<file path="src/rtl/swc_pkg.sv">
// Shared types for the single-wire command slave.
// Assumes a four-bit command nibble and a four-bit data nibble per telegram.
package swc_pkg;
    localparam int NIB_W = 4;
    localparam int IDX_W = $clog2(NIB_W);

    typedef logic [NIB_W-1:0] nib_t;

    typedef enum logic [1:0] {
        ST_WAIT,
        ST_CMD,
        ST_DATA,
        ST_ACK
    } frm_state_e;
endpackage

</file>
<file path="src/rtl/swc_sync.sv">
// Line synchronizer and edge detector.
// Brings the asynchronous line level into the clock domain through STAGES flops.
// One more flop holds the previous level for edge detection.
// Assumes the idle line is high, so the flops reset to one.
module swc_sync #(
    parameter int STAGES = 2
) (
    input  logic clk,
    input  logic rst_n,
    input  logic line_i,
    output logic level_o,
    output logic fall_o,
    output logic rise_o
);
    logic [STAGES:0] pipe;

    // shift the raw line through the synchronizer and the history flop
    always_ff @(posedge clk) begin : sync_chain
        if (!rst_n) begin
            pipe <= '1;
        end else begin
            pipe <= {pipe[STAGES-1:0], line_i};
        end
    end

    assign level_o = pipe[STAGES-1];
    assign fall_o  = pipe[STAGES] & ~pipe[STAGES-1];
    assign rise_o  = ~pipe[STAGES] & pipe[STAGES-1];
endmodule

</file>
<file path="src/rtl/swc_slot.sv">
// Bit slot engine.
// Times each slot from the detected falling edge and samples the received bit.
// Enables the pull-down for a transmitted '0', and flags low phases that are
// too short and recovery highs that are too short.
// Assumes tx_en_i/tx_bit_i describe the slot that the next falling edge opens.
module swc_slot #(
    parameter int SYNC_CYC  = 40,
    parameter int SETUP_CYC = 40,
    parameter int DATA_CYC  = 80,
    parameter int REC_CYC   = 40
) (
    input  logic clk,
    input  logic rst_n,
    input  logic hold_i,
    input  logic level_i,
    input  logic fall_i,
    input  logic rise_i,
    input  logic tx_en_i,
    input  logic tx_bit_i,
    output logic bit_stb_o,
    output logic bit_val_o,
    output logic sync_short_o,
    output logic rec_short_o,
    output logic pull_o
);
    localparam int SAMPLE = SYNC_CYC + SETUP_CYC;
    localparam int WEND   = SAMPLE + DATA_CYC;
    localparam int CW     = $clog2(WEND + 1);
    localparam int RW     = $clog2(REC_CYC + 1);
    localparam logic [CW-1:0] C_SYNC = CW'(SYNC_CYC);
    localparam logic [CW-1:0] C_SAMP = CW'(SAMPLE);
    localparam logic [CW-1:0] C_WEND = CW'(WEND);
    localparam logic [RW-1:0] C_REC  = RW'(REC_CYC);

    logic          active;
    logic          drv_q;
    logic [CW-1:0] cnt;
    logic [RW-1:0] hi_cnt;
    logic          early_rise;

    assign early_rise   = active & rise_i & (cnt < C_SYNC);
    assign sync_short_o = early_rise & ~hold_i;
    assign rec_short_o  = fall_i & (hi_cnt < C_REC) & ~hold_i;
    assign bit_stb_o    = active & (cnt == C_SAMP) & ~hold_i;
    assign bit_val_o    = level_i;
    assign pull_o       = active & drv_q & (cnt >= C_SYNC) & (cnt < C_WEND) & ~hold_i;

    // count consecutive high cycles, saturating at the recovery minimum
    always_ff @(posedge clk) begin : recovery_count
        if (!rst_n || hold_i) begin
            hi_cnt <= C_REC;
        end else if (!level_i) begin
            hi_cnt <= '0;
        end else if (hi_cnt != C_REC) begin
            hi_cnt <= hi_cnt + 1'b1;
        end
    end

    // open a slot on each falling edge, latch its drive, and run its timer
    always_ff @(posedge clk) begin : slot_timer
        if (!rst_n || hold_i) begin
            active <= 1'b0;
            drv_q  <= 1'b0;
            cnt    <= '0;
        end else if (fall_i) begin
            active <= 1'b1;
            drv_q  <= tx_en_i & ~tx_bit_i;
            cnt    <= CW'(1);
        end else if (active) begin
            if (early_rise || cnt == C_WEND) begin
                active <= 1'b0;
            end else begin
                cnt <= cnt + 1'b1;
            end
        end
    end
endmodule

</file>
<file path="src/rtl/swc_frame.sv">
// Telegram sequencer.
// Assembles start, command and data slots, supplies reply bits, and decodes
// the standby command. Issues command and framing-error strobes.
// Assumes one bit strobe per slot from the slot engine.
module swc_frame
    import swc_pkg::*;
#(
    parameter int FRAME_TO_CYC = 2000
) (
    input  logic clk,
    input  logic rst_n,
    input  logic hold_i,
    input  logic level_i,
    input  logic bit_stb_i,
    input  logic bit_val_i,
    input  logic sync_short_i,
    input  logic rec_short_i,
    input  nib_t status_i,
    output logic tx_en_o,
    output logic tx_bit_o,
    output logic cmd_valid_o,
    output nib_t cmd_code_o,
    output nib_t cmd_data_o,
    output logic frame_err_o,
    output logic stby_req_o
);
    localparam int TW = $clog2(FRAME_TO_CYC + 1);
    localparam logic [TW-1:0] C_TO = TW'(FRAME_TO_CYC);
    localparam logic [IDX_W-1:0] LAST = IDX_W'(NIB_W - 1);

    frm_state_e       st;
    logic [IDX_W-1:0] idx;
    nib_t             cmd_q, dat_q, stat_q;
    logic             is_rd;
    logic [TW-1:0]    run_cnt;
    logic             frm_err;
    logic             dbit;

    assign frm_err  = (st != ST_WAIT) & (sync_short_i | rec_short_i | (run_cnt == C_TO));
    assign tx_en_o  = ((st == ST_DATA) & is_rd) | (st == ST_ACK);
    assign tx_bit_o = (st == ST_ACK) ? 1'b0 : stat_q[idx];
    assign dbit     = is_rd ? stat_q[idx] : bit_val_i;
    assign cmd_code_o = cmd_q;
    assign cmd_data_o = dat_q;

    // measure how long the line has been high inside a telegram
    always_ff @(posedge clk) begin : abort_timer
        if (!rst_n || hold_i || st == ST_WAIT || !level_i) begin
            run_cnt <= '0;
        end else if (run_cnt != C_TO) begin
            run_cnt <= run_cnt + 1'b1;
        end
    end

    // step through the telegram on each sampled bit
    always_ff @(posedge clk) begin : frame_seq
        if (!rst_n || hold_i) begin
            st          <= ST_WAIT;
            idx         <= '0;
            cmd_q       <= '0;
            dat_q       <= '0;
            stat_q      <= '0;
            is_rd       <= 1'b0;
            cmd_valid_o <= 1'b0;
            frame_err_o <= 1'b0;
            stby_req_o  <= 1'b0;
        end else begin
            cmd_valid_o <= 1'b0;
            frame_err_o <= 1'b0;
            stby_req_o  <= 1'b0;
            if (frm_err) begin
                st          <= ST_WAIT;
                frame_err_o <= 1'b1;
            end else if (bit_stb_i) begin
                unique case (st)
                    ST_WAIT: begin
                        if (!bit_val_i) begin
                            st  <= ST_CMD;
                            idx <= '0;
                        end
                    end
                    ST_CMD: begin
                        cmd_q[idx] <= bit_val_i;
                        if (idx == LAST) begin
                            st     <= ST_DATA;
                            idx    <= '0;
                            is_rd  <= bit_val_i;
                            stat_q <= status_i;
                        end else begin
                            idx <= idx + 1'b1;
                        end
                    end
                    ST_DATA: begin
                        dat_q[idx] <= dbit;
                        if (idx == LAST) begin
                            if (!is_rd && cmd_q == '0 && bit_val_i) begin
                                stby_req_o <= 1'b1;
                                st         <= ST_WAIT;
                            end else begin
                                cmd_valid_o <= 1'b1;
                                st          <= ST_ACK;
                            end
                        end else begin
                            idx <= idx + 1'b1;
                        end
                    end
                    ST_ACK: begin
                        st <= ST_WAIT;
                    end
                endcase
            end
        end
    end
endmodule

</file>
<file path="src/rtl/swc_power.sv">
// Standby controller.
// Enters standby after a long high idle or on a command request, and
// remembers which path was taken. Leaves standby on the wake input.
// Assumes stby_req_i is a one-cycle strobe.
module swc_power #(
    parameter int IDLE_TO_CYC = 6_400_000
) (
    input  logic clk,
    input  logic rst_n,
    input  logic level_i,
    input  logic stby_req_i,
    input  logic wake_i,
    output logic standby_o,
    output logic clk_en_o
);
    localparam int IW = $clog2(IDLE_TO_CYC + 1);
    localparam logic [IW-1:0] C_LAST = IW'(IDLE_TO_CYC - 1);

    logic [IW-1:0] idle_cnt;
    logic          by_cmd;

    assign clk_en_o = ~(standby_o & by_cmd);

    // track idle time and the standby level with its source
    always_ff @(posedge clk) begin : standby_ctl
        if (!rst_n || wake_i) begin
            standby_o <= 1'b0;
            by_cmd    <= 1'b0;
            idle_cnt  <= '0;
        end else if (standby_o) begin
            idle_cnt <= '0;
        end else if (stby_req_i) begin
            standby_o <= 1'b1;
            by_cmd    <= 1'b1;
            idle_cnt  <= '0;
        end else if (!level_i) begin
            idle_cnt <= '0;
        end else if (idle_cnt == C_LAST) begin
            standby_o <= 1'b1;
            by_cmd    <= 1'b0;
            idle_cnt  <= '0;
        end else begin
            idle_cnt <= idle_cnt + 1'b1;
        end
    end
endmodule

</file>
<file path="src/rtl/swc_cmd_slave.sv">
// Single-wire command slave, top level.
// Chains the synchronizer, the slot engine, the telegram sequencer and the
// standby controller. Assumes an open-drain pad: pull_o enables the pull-down,
// and line_i reads back the wired level.
module swc_cmd_slave
    import swc_pkg::*;
#(
    parameter int SYNC_STAGES  = 2,
    parameter int SYNC_CYC     = 40,
    parameter int SETUP_CYC    = 40,
    parameter int DATA_CYC     = 80,
    parameter int REC_CYC      = 40,
    parameter int FRAME_TO_CYC = 2000,
    parameter int IDLE_TO_CYC  = 6_400_000
) (
    input  logic       clk,
    input  logic       rst_n,
    input  logic       line_i,
    input  logic       wake_i,
    input  logic [3:0] status_i,
    output logic       pull_o,
    output logic       cmd_valid_o,
    output logic [3:0] cmd_code_o,
    output logic [3:0] cmd_data_o,
    output logic       frame_err_o,
    output logic       standby_o,
    output logic       clk_en_o
);
    logic level, fall, rise;
    logic bit_stb, bit_val, sync_short, rec_short;
    logic tx_en, tx_bit, stby_req;

    swc_sync #(.STAGES(SYNC_STAGES)) u_sync (
        .clk(clk), .rst_n(rst_n), .line_i(line_i),
        .level_o(level), .fall_o(fall), .rise_o(rise)
    );

    swc_slot #(
        .SYNC_CYC(SYNC_CYC), .SETUP_CYC(SETUP_CYC),
        .DATA_CYC(DATA_CYC), .REC_CYC(REC_CYC)
    ) u_slot (
        .clk(clk), .rst_n(rst_n), .hold_i(standby_o),
        .level_i(level), .fall_i(fall), .rise_i(rise),
        .tx_en_i(tx_en), .tx_bit_i(tx_bit),
        .bit_stb_o(bit_stb), .bit_val_o(bit_val),
        .sync_short_o(sync_short), .rec_short_o(rec_short),
        .pull_o(pull_o)
    );

    swc_frame #(.FRAME_TO_CYC(FRAME_TO_CYC)) u_frame (
        .clk(clk), .rst_n(rst_n), .hold_i(standby_o), .level_i(level),
        .bit_stb_i(bit_stb), .bit_val_i(bit_val),
        .sync_short_i(sync_short), .rec_short_i(rec_short),
        .status_i(status_i), .tx_en_o(tx_en), .tx_bit_o(tx_bit),
        .cmd_valid_o(cmd_valid_o), .cmd_code_o(cmd_code_o),
        .cmd_data_o(cmd_data_o), .frame_err_o(frame_err_o),
        .stby_req_o(stby_req)
    );

    swc_power #(.IDLE_TO_CYC(IDLE_TO_CYC)) u_power (
        .clk(clk), .rst_n(rst_n), .level_i(level),
        .stby_req_i(stby_req), .wake_i(wake_i),
        .standby_o(standby_o), .clk_en_o(clk_en_o)
    );
endmodule

</file>
<file path="config.mk">
export PLATFORM = sky130hd
export DESIGN_NAME = swc_cmd_slave
export DESIGN_NICKNAME = d
export VERILOG_FILES = /design/src/rtl/swc_pkg.sv /design/src/rtl/swc_sync.sv /design/src/rtl/swc_slot.sv /design/src/rtl/swc_frame.sv /design/src/rtl/swc_power.sv /design/src/rtl/swc_cmd_slave.sv
export SDC_FILE = /design/constraint.sdc
export NUM_CORES = 1
export LEC_CHECK = 0
export BUFFER_PORTS_ARGS = -buffer_cell sky130_fd_sc_hd__buf_4
export CAP_MARGIN = 25
export CORE_MARGIN = 5
export CORE_UTILIZATION = 55
export DETAILED_ROUTE_END_ITERATION = 8
export GPL_TIMING_DRIVEN = 1
export PLACE_DENSITY = 0.83
export SYNTH_ARGS = -nofsm -noshare
export SYNTH_HDL_FRONTEND = slang
export SYNTH_SLANG_ARGS = --single-unit
</file>
<file path="constraint.sdc">
create_clock -name clk -period 2.33 [get_ports clk]
set_input_delay 0.233 -clock clk [delete_from_list [all_inputs] [get_ports clk]]
set_output_delay 0.233 -clock clk [all_outputs]
set_load 0.02 [all_outputs]
</file>
== Word level (Yosys, flattened, before mapping) ==
Cells that the tools add are included.
W data, S select, Z words.
Storage, ports and cells
  logic and storage cells: 143
  bits in registers: 75
  latch bits: 0
  ROM bits: 0
  memories kept: 0
  output and inout port bits: 13
  RAM bits: 0
Cells by class
  $add $sub $neg: 5
  bitwise logic cells: 30
  $mul: 0
  reduce and logical (&&, ||, !) cells: 31
  eq/ne operators: 16
  order comparisons: 6
  multiplexer cells: 35
  divide/modulo/power cells: 0
  shift operators: 0
Operator list (count)
  $add A23 B1 Y23 const B: 1
  $eq A23 B23 Y1 const B: 1
  $mux W1: 20
  $and A1 B1 Y1: 17
  $mux W2: 7
  $mux W6: 2
  $add A11 B1 Y11 const B: 1
  $eq A11 B11 Y1 const B: 1
  $ne A11 B11 Y1 const B: 1
  $not A1 Y1: 10
  $reduce_or A5 Y1: 2
  $reduce_and A3 Y1: 3
  $add A8 B1 Y8 const B: 1
  $bwmux W4: 2
  $eq A8 B7 Y1 const B: 1
  $eq A8 B8 Y1 const B: 1
  $ge A8 B6 Y1 const B: 1
  $lt A8 B6 Y1 const B: 1
  $lt A8 B8 Y1 const B: 1
  $pmux W2 S4: 1
  $reduce_and A4 Y1: 2
  $reduce_bool A2 Y1: 4
  $add A6 B1 Y6 const B: 1
  $eq A2 B2 Y1 const B: 3
  21 further kinds: 38

== Depth between registers and ports, before layout ==
  depth after elaboration: 10
  depth in mapped cells: 9
  mapped depth without buffers: 7

== Hierarchy ==
A second synthesis with hierarchy kept.
Second synthesis, totals
  cells, all modules: 431
  area, all modules: 3777.4 µm²
Modules (own cells, without submodules)
  swc_frame: area an instance 1577.8 µm², sequential area each 620.6 µm², cells an instance 178, times used 1
  swc_power: area an instance 1194.9 µm², sequential area each 500.5 µm², cells an instance 136, times used 1
  swc_slot: area an instance 913.4 µm², sequential area each 320.3 µm², cells an instance 109, times used 1
  swc_sync: area an instance 91.3 µm², sequential area each 60.1 µm², cells an instance 8, times used 1

== Worst setup path before layout ==
Ideal clock, no wire load.
  path type: register to register
  start point: reg u_slot.cnt[0]
  end point: reg u_frame.idx[1]
  arrival time: 1.932 ns
  path slack: 0.328 ns
  cell stages (with the launch flop): 8
  buffers on the path: 0
  cell sequence: dfxtp_1 -> inv_1 -> ha_1 -> or3b_4 -> nor4b_4 -> nand3_2 -> or4_1 -> a21oi_1
Between the ends
  longest elaborated chain between the ends: 8
Ends and longest elaborated chain
  from (decl): RTL line swc_slot.sv:37  | logic [CW-1:0] cnt;
  from (signal assigned): RTL line swc_slot.sv:73  | cnt <= cnt + 1'b1;
  $lt A8 B6 Y1: RTL line swc_slot.sv:41  | assign early_rise = active & rise_i & (cnt < C_SYNC);
  $and A1 B1 Y1: RTL line swc_slot.sv:41
  $and A1 B1 Y1: RTL line swc_slot.sv:42  | assign sync_short_o = early_rise & ~hold_i;
  $or A1 B1 Y1 (2 in series): RTL line swc_frame.sv:39  | assign frm_err = (st != ST_WAIT) & (sync_short_i | rec_short_i | (run_cnt == C_TO));
  $and A1 B1 Y1: RTL line swc_frame.sv:39
  $not A1 Y1 (no source line)
  $reduce_and A5 Y1 (no source line) *
  to (signal assigned): RTL line swc_frame.sv:90  | idx <= idx + 1'b1;
  to (signal assigned): RTL line swc_frame.sv:104  | idx <= idx + 1'b1;
  to (decl): RTL line swc_frame.sv:32  | logic [IDX_W-1:0] idx;
Mark *: on every way between the ends. The rest lies on a longest branch, timed or not.
A chain may end at the register's enable or synchronous reset.

== Worst setup path in the final report ==
Ends and elaborated chain as after synthesis.

==> flow_metrics.env <==
export IMPL_fillers=520
export IMPL_synthToLayoutAreaGrowth_pct=14.8
export IMPL_numCtsBuffers=9
export IMPL_grt_pass1_wl_um=12100
export IMPL_clock_path_buffers=2
export IMPL_instances_no_fill=508
export IMPL_dp_cells=492
export IMPL_ioPinCount=21
export IMPL_syn_inst=399
export IMPL_clockPowerShare=0.464
export IMPL_dpl_hpwl_um=4870
export IMPL_syn_avg_cell_area_um2=8.77
export IMPL_cts_tree="yes"
export IMPL_p_switching_w=0.000571
export IMPL_syn_num_nets=422
export IMPL_yosysSeqAreaShare=0.429
export IMPL_leakage_nw=1.51
export IMPL_fin_crit_ps=2110
export IMPL_cap_violations=0
export IMPL_final_nets=449
export IMPL_worstSetupPathType="flop to flop"
export IMPL_viasPerCell=5.53
export IMPL_synth_cell_types=42
export IMPL_synth_seq_cells=75
export IMPL_grt_max_degree=24
export IMPL_p_int_w=0.00216
export IMPL_post_cts_setup_buffers=0
export IMPL_worstHoldPathType="primary input to flop"
export IMPL_ctsHtreeMaxLevel=3
export IMPL_slew_headroom=0.655
export IMPL_critical_path_required_ps=2610
export IMPL_finalCritPeriodShare=0.906
export IMPL_cp_start_kind="flop"
export IMPL_start_util=0.557
export IMPL_ctsResizeCount=0
export IMPL_cp_arrival_ps=2390
export IMPL_cts_sinks=75
export IMPL_postRouteAntennaNets=0
export IMPL_finalSetupViolCount=0
export IMPL_rows=29
export IMPL_yosys_warnings=0
export IMPL_dp_worst_setup_slack_ps=260
export IMPL_ctsHoldBuffers=0
export IMPL_clk_pin_slew_ps=80
export IMPL_ys_top_cells_by_count="75 x dfxtp_1, 56 x nor2_1, 34 x nand2_1"
export IMPL_synth_edf_count=0
export IMPL_status="complete, no violations"
export IMPL_place_congestion=0.894
export IMPL_yosysTopAreaCellShare=0.429
export IMPL_firstDrtPassIters=4
export IMPL_synthesis_area_um2=3500
export IMPL_drc_errors=0
export IMPL_die_area_um2=8060
export IMPL_setup_ws_ps=219
export IMPL_wl_per_cell_um=13.6
export IMPL_clk_latency_ps=350
export IMPL_fp_dieH_um=89.8
export IMPL_insertedDiodeCount=0
export IMPL_tightest_slew_ps=517
export IMPL_core_um2=6280
export IMPL_yosys_cell_count_top_type="dfxtp_1"
export IMPL_clockRootBuffer="clkbuf_8"
export IMPL_drt_total_wl_um=6920
export IMPL_p_seq_frac=0.483
export IMPL_grtUsageTotal=0.178
export IMPL_grt_pass1_vias=2810
export IMPL_rrSetupSlack_ps=220
export IMPL_power_frac_comb=0.053
export IMPL_fin_skew_ps=6.66
export IMPL_port_buffers=20
export IMPL_async_flop_share=0
export IMPL_synth_top_area_cell="dfxtp_1"
export IMPL_placed_area_um2=3760
export IMPL_grt_setup_unrepaired="false"
export IMPL_vias=2811
export IMPL_die_width_um=89.8
export IMPL_p_per_area_nw_per_um2=681
export IMPL_hold_viol_final=0
export IMPL_fmax_mhz=474
export IMPL_crit_path_max_fanout=4
export IMPL_maxSlewViolCount=0
export IMPL_end_kind="flop"
export IMPL_drt_iter0_markers=61
export IMPL_fin_area_um2=4020
export IMPL_synth_top_cells_by_area="dfxtp_1 43%, xor2_1 6.3%, nor2_1 6.0%, ha_1 5.4%, xnor2_1 4.3%"
export IMPL_antenna_found_initial=0
export IMPL_vdd_drop_max_mv=0.469
export IMPL_ys_flop_type="dfxtp_1"
export IMPL_fin_tns_setup_ps=0
export IMPL_p_sw_frac=0.209
export IMPL_grt_ovfl_total=0
export IMPL_layout_drive_gt1_share=0.118
## critical path, cell delays in order, from the launching register on
cell     delay [ps]
dfxtp_1         330
inv_1           110
ha_1            140
or3b_4          400
nor4b_4         290
nand3_2         120
or4_1           490
a21oi_1         160
## cell type report
| cell class | instances | area (µm²) | share of cell area |
|---|---|---|---|
| multi-input cells | 297 | 1890 | 0.471 |
| flip-flops and latches | 75 | 1500 | 0.374 |
| repair buffers | 28 | 210 | 0.0523 |
| clock buffers | 12 | 165 | 0.0411 |
| well taps | 77 | 96.3 | 0.0240 |
| clock inverters | 4 | 95.1 | 0.0237 |
| inverters | 15 | 56.3 | 0.0140 |
## per-stage QoR
stage / hold slack, ps / util / power (W)
floorplan: 303 / - / 0.00145
global placement: 389 / 0.598 / 0.00149
detailed placement: 395 / 0.598 / 0.00150
CTS: 49.4 / 0.640 / 0.00276
global route: 53.0 / 0.640 / 0.00285
finish: 60.2 / 0.640 / 0.00273
## routing by layer
layer  GRT usage  vias up  wire [µm]
met5           0        -          0
met4      0.0819        0        134
li1            -     1432          -
met3      0.0584       12        323
met2       0.297       49       3340
met1       0.204     1318       3120
## power by group through the flow
stage                     registers [W]  clock network, W  logic, W
final                           0.00132           0.00127  0.000145
after global routing            0.00132           0.00136  0.000165
after CTS                       0.00132           0.00129  0.000147
after detailed placement        0.00135                 0  0.000147
after global placement          0.00135                 0  0.000138
after floorplan                 0.00135                 0  0.000108
## sequential cells by signal (all words and copies together), names as in the netlist, 2 cells and up
name	cells
u_slot.cnt	8
u_power.idle_cnt	23
u_frame.idx	2
u_frame.run_cnt	11
u_sync.pipe	3
u_frame.st	2
u_frame.cmd_data_o	4
u_frame.cmd_code_o	4
u_slot.hi_cnt	6
u_frame.stat_q	4
## layout by cell type, fill, tap and decap left out, drive strengths merged, types with 17 or more instances in the layout
cell | Yosys | layout
dfxtp | 75 | 75
nor2 | 56 | 56
nand2 | 34 | 34
buf | 4 | 28
xor2 | 25 | 25
nand4 | 23 | 23
nand3 | 21 | 21
a21oi | 19 | 19
xnor2 | 17 | 17
## kinds of logic after synthesis
group	synth area share
buffers and inverters	0.0300
flip-flops	0.429
multiplexers	0.0293
XOR/XNOR	0.105
adder cells (fa/ha/maj)	0.0536
AO/OA/AOI/OAI	0.0680
AND/OR/NAND/NOR	0.285
## final timing paths
path / start / to / cells past startpoint
setup / recovery: u_slot.cnt[0] / u_frame.idx[1] / 7
hold / removal: line_i / u_sync.pipe[0] / 2
setup reg to reg: u_slot.cnt[0] / u_frame.idx[1] / 7
hold reg to reg: u_sync.pipe[0] / u_sync.pipe[1] / 1
Note: power is estimated with default switching activity, not from simulation.
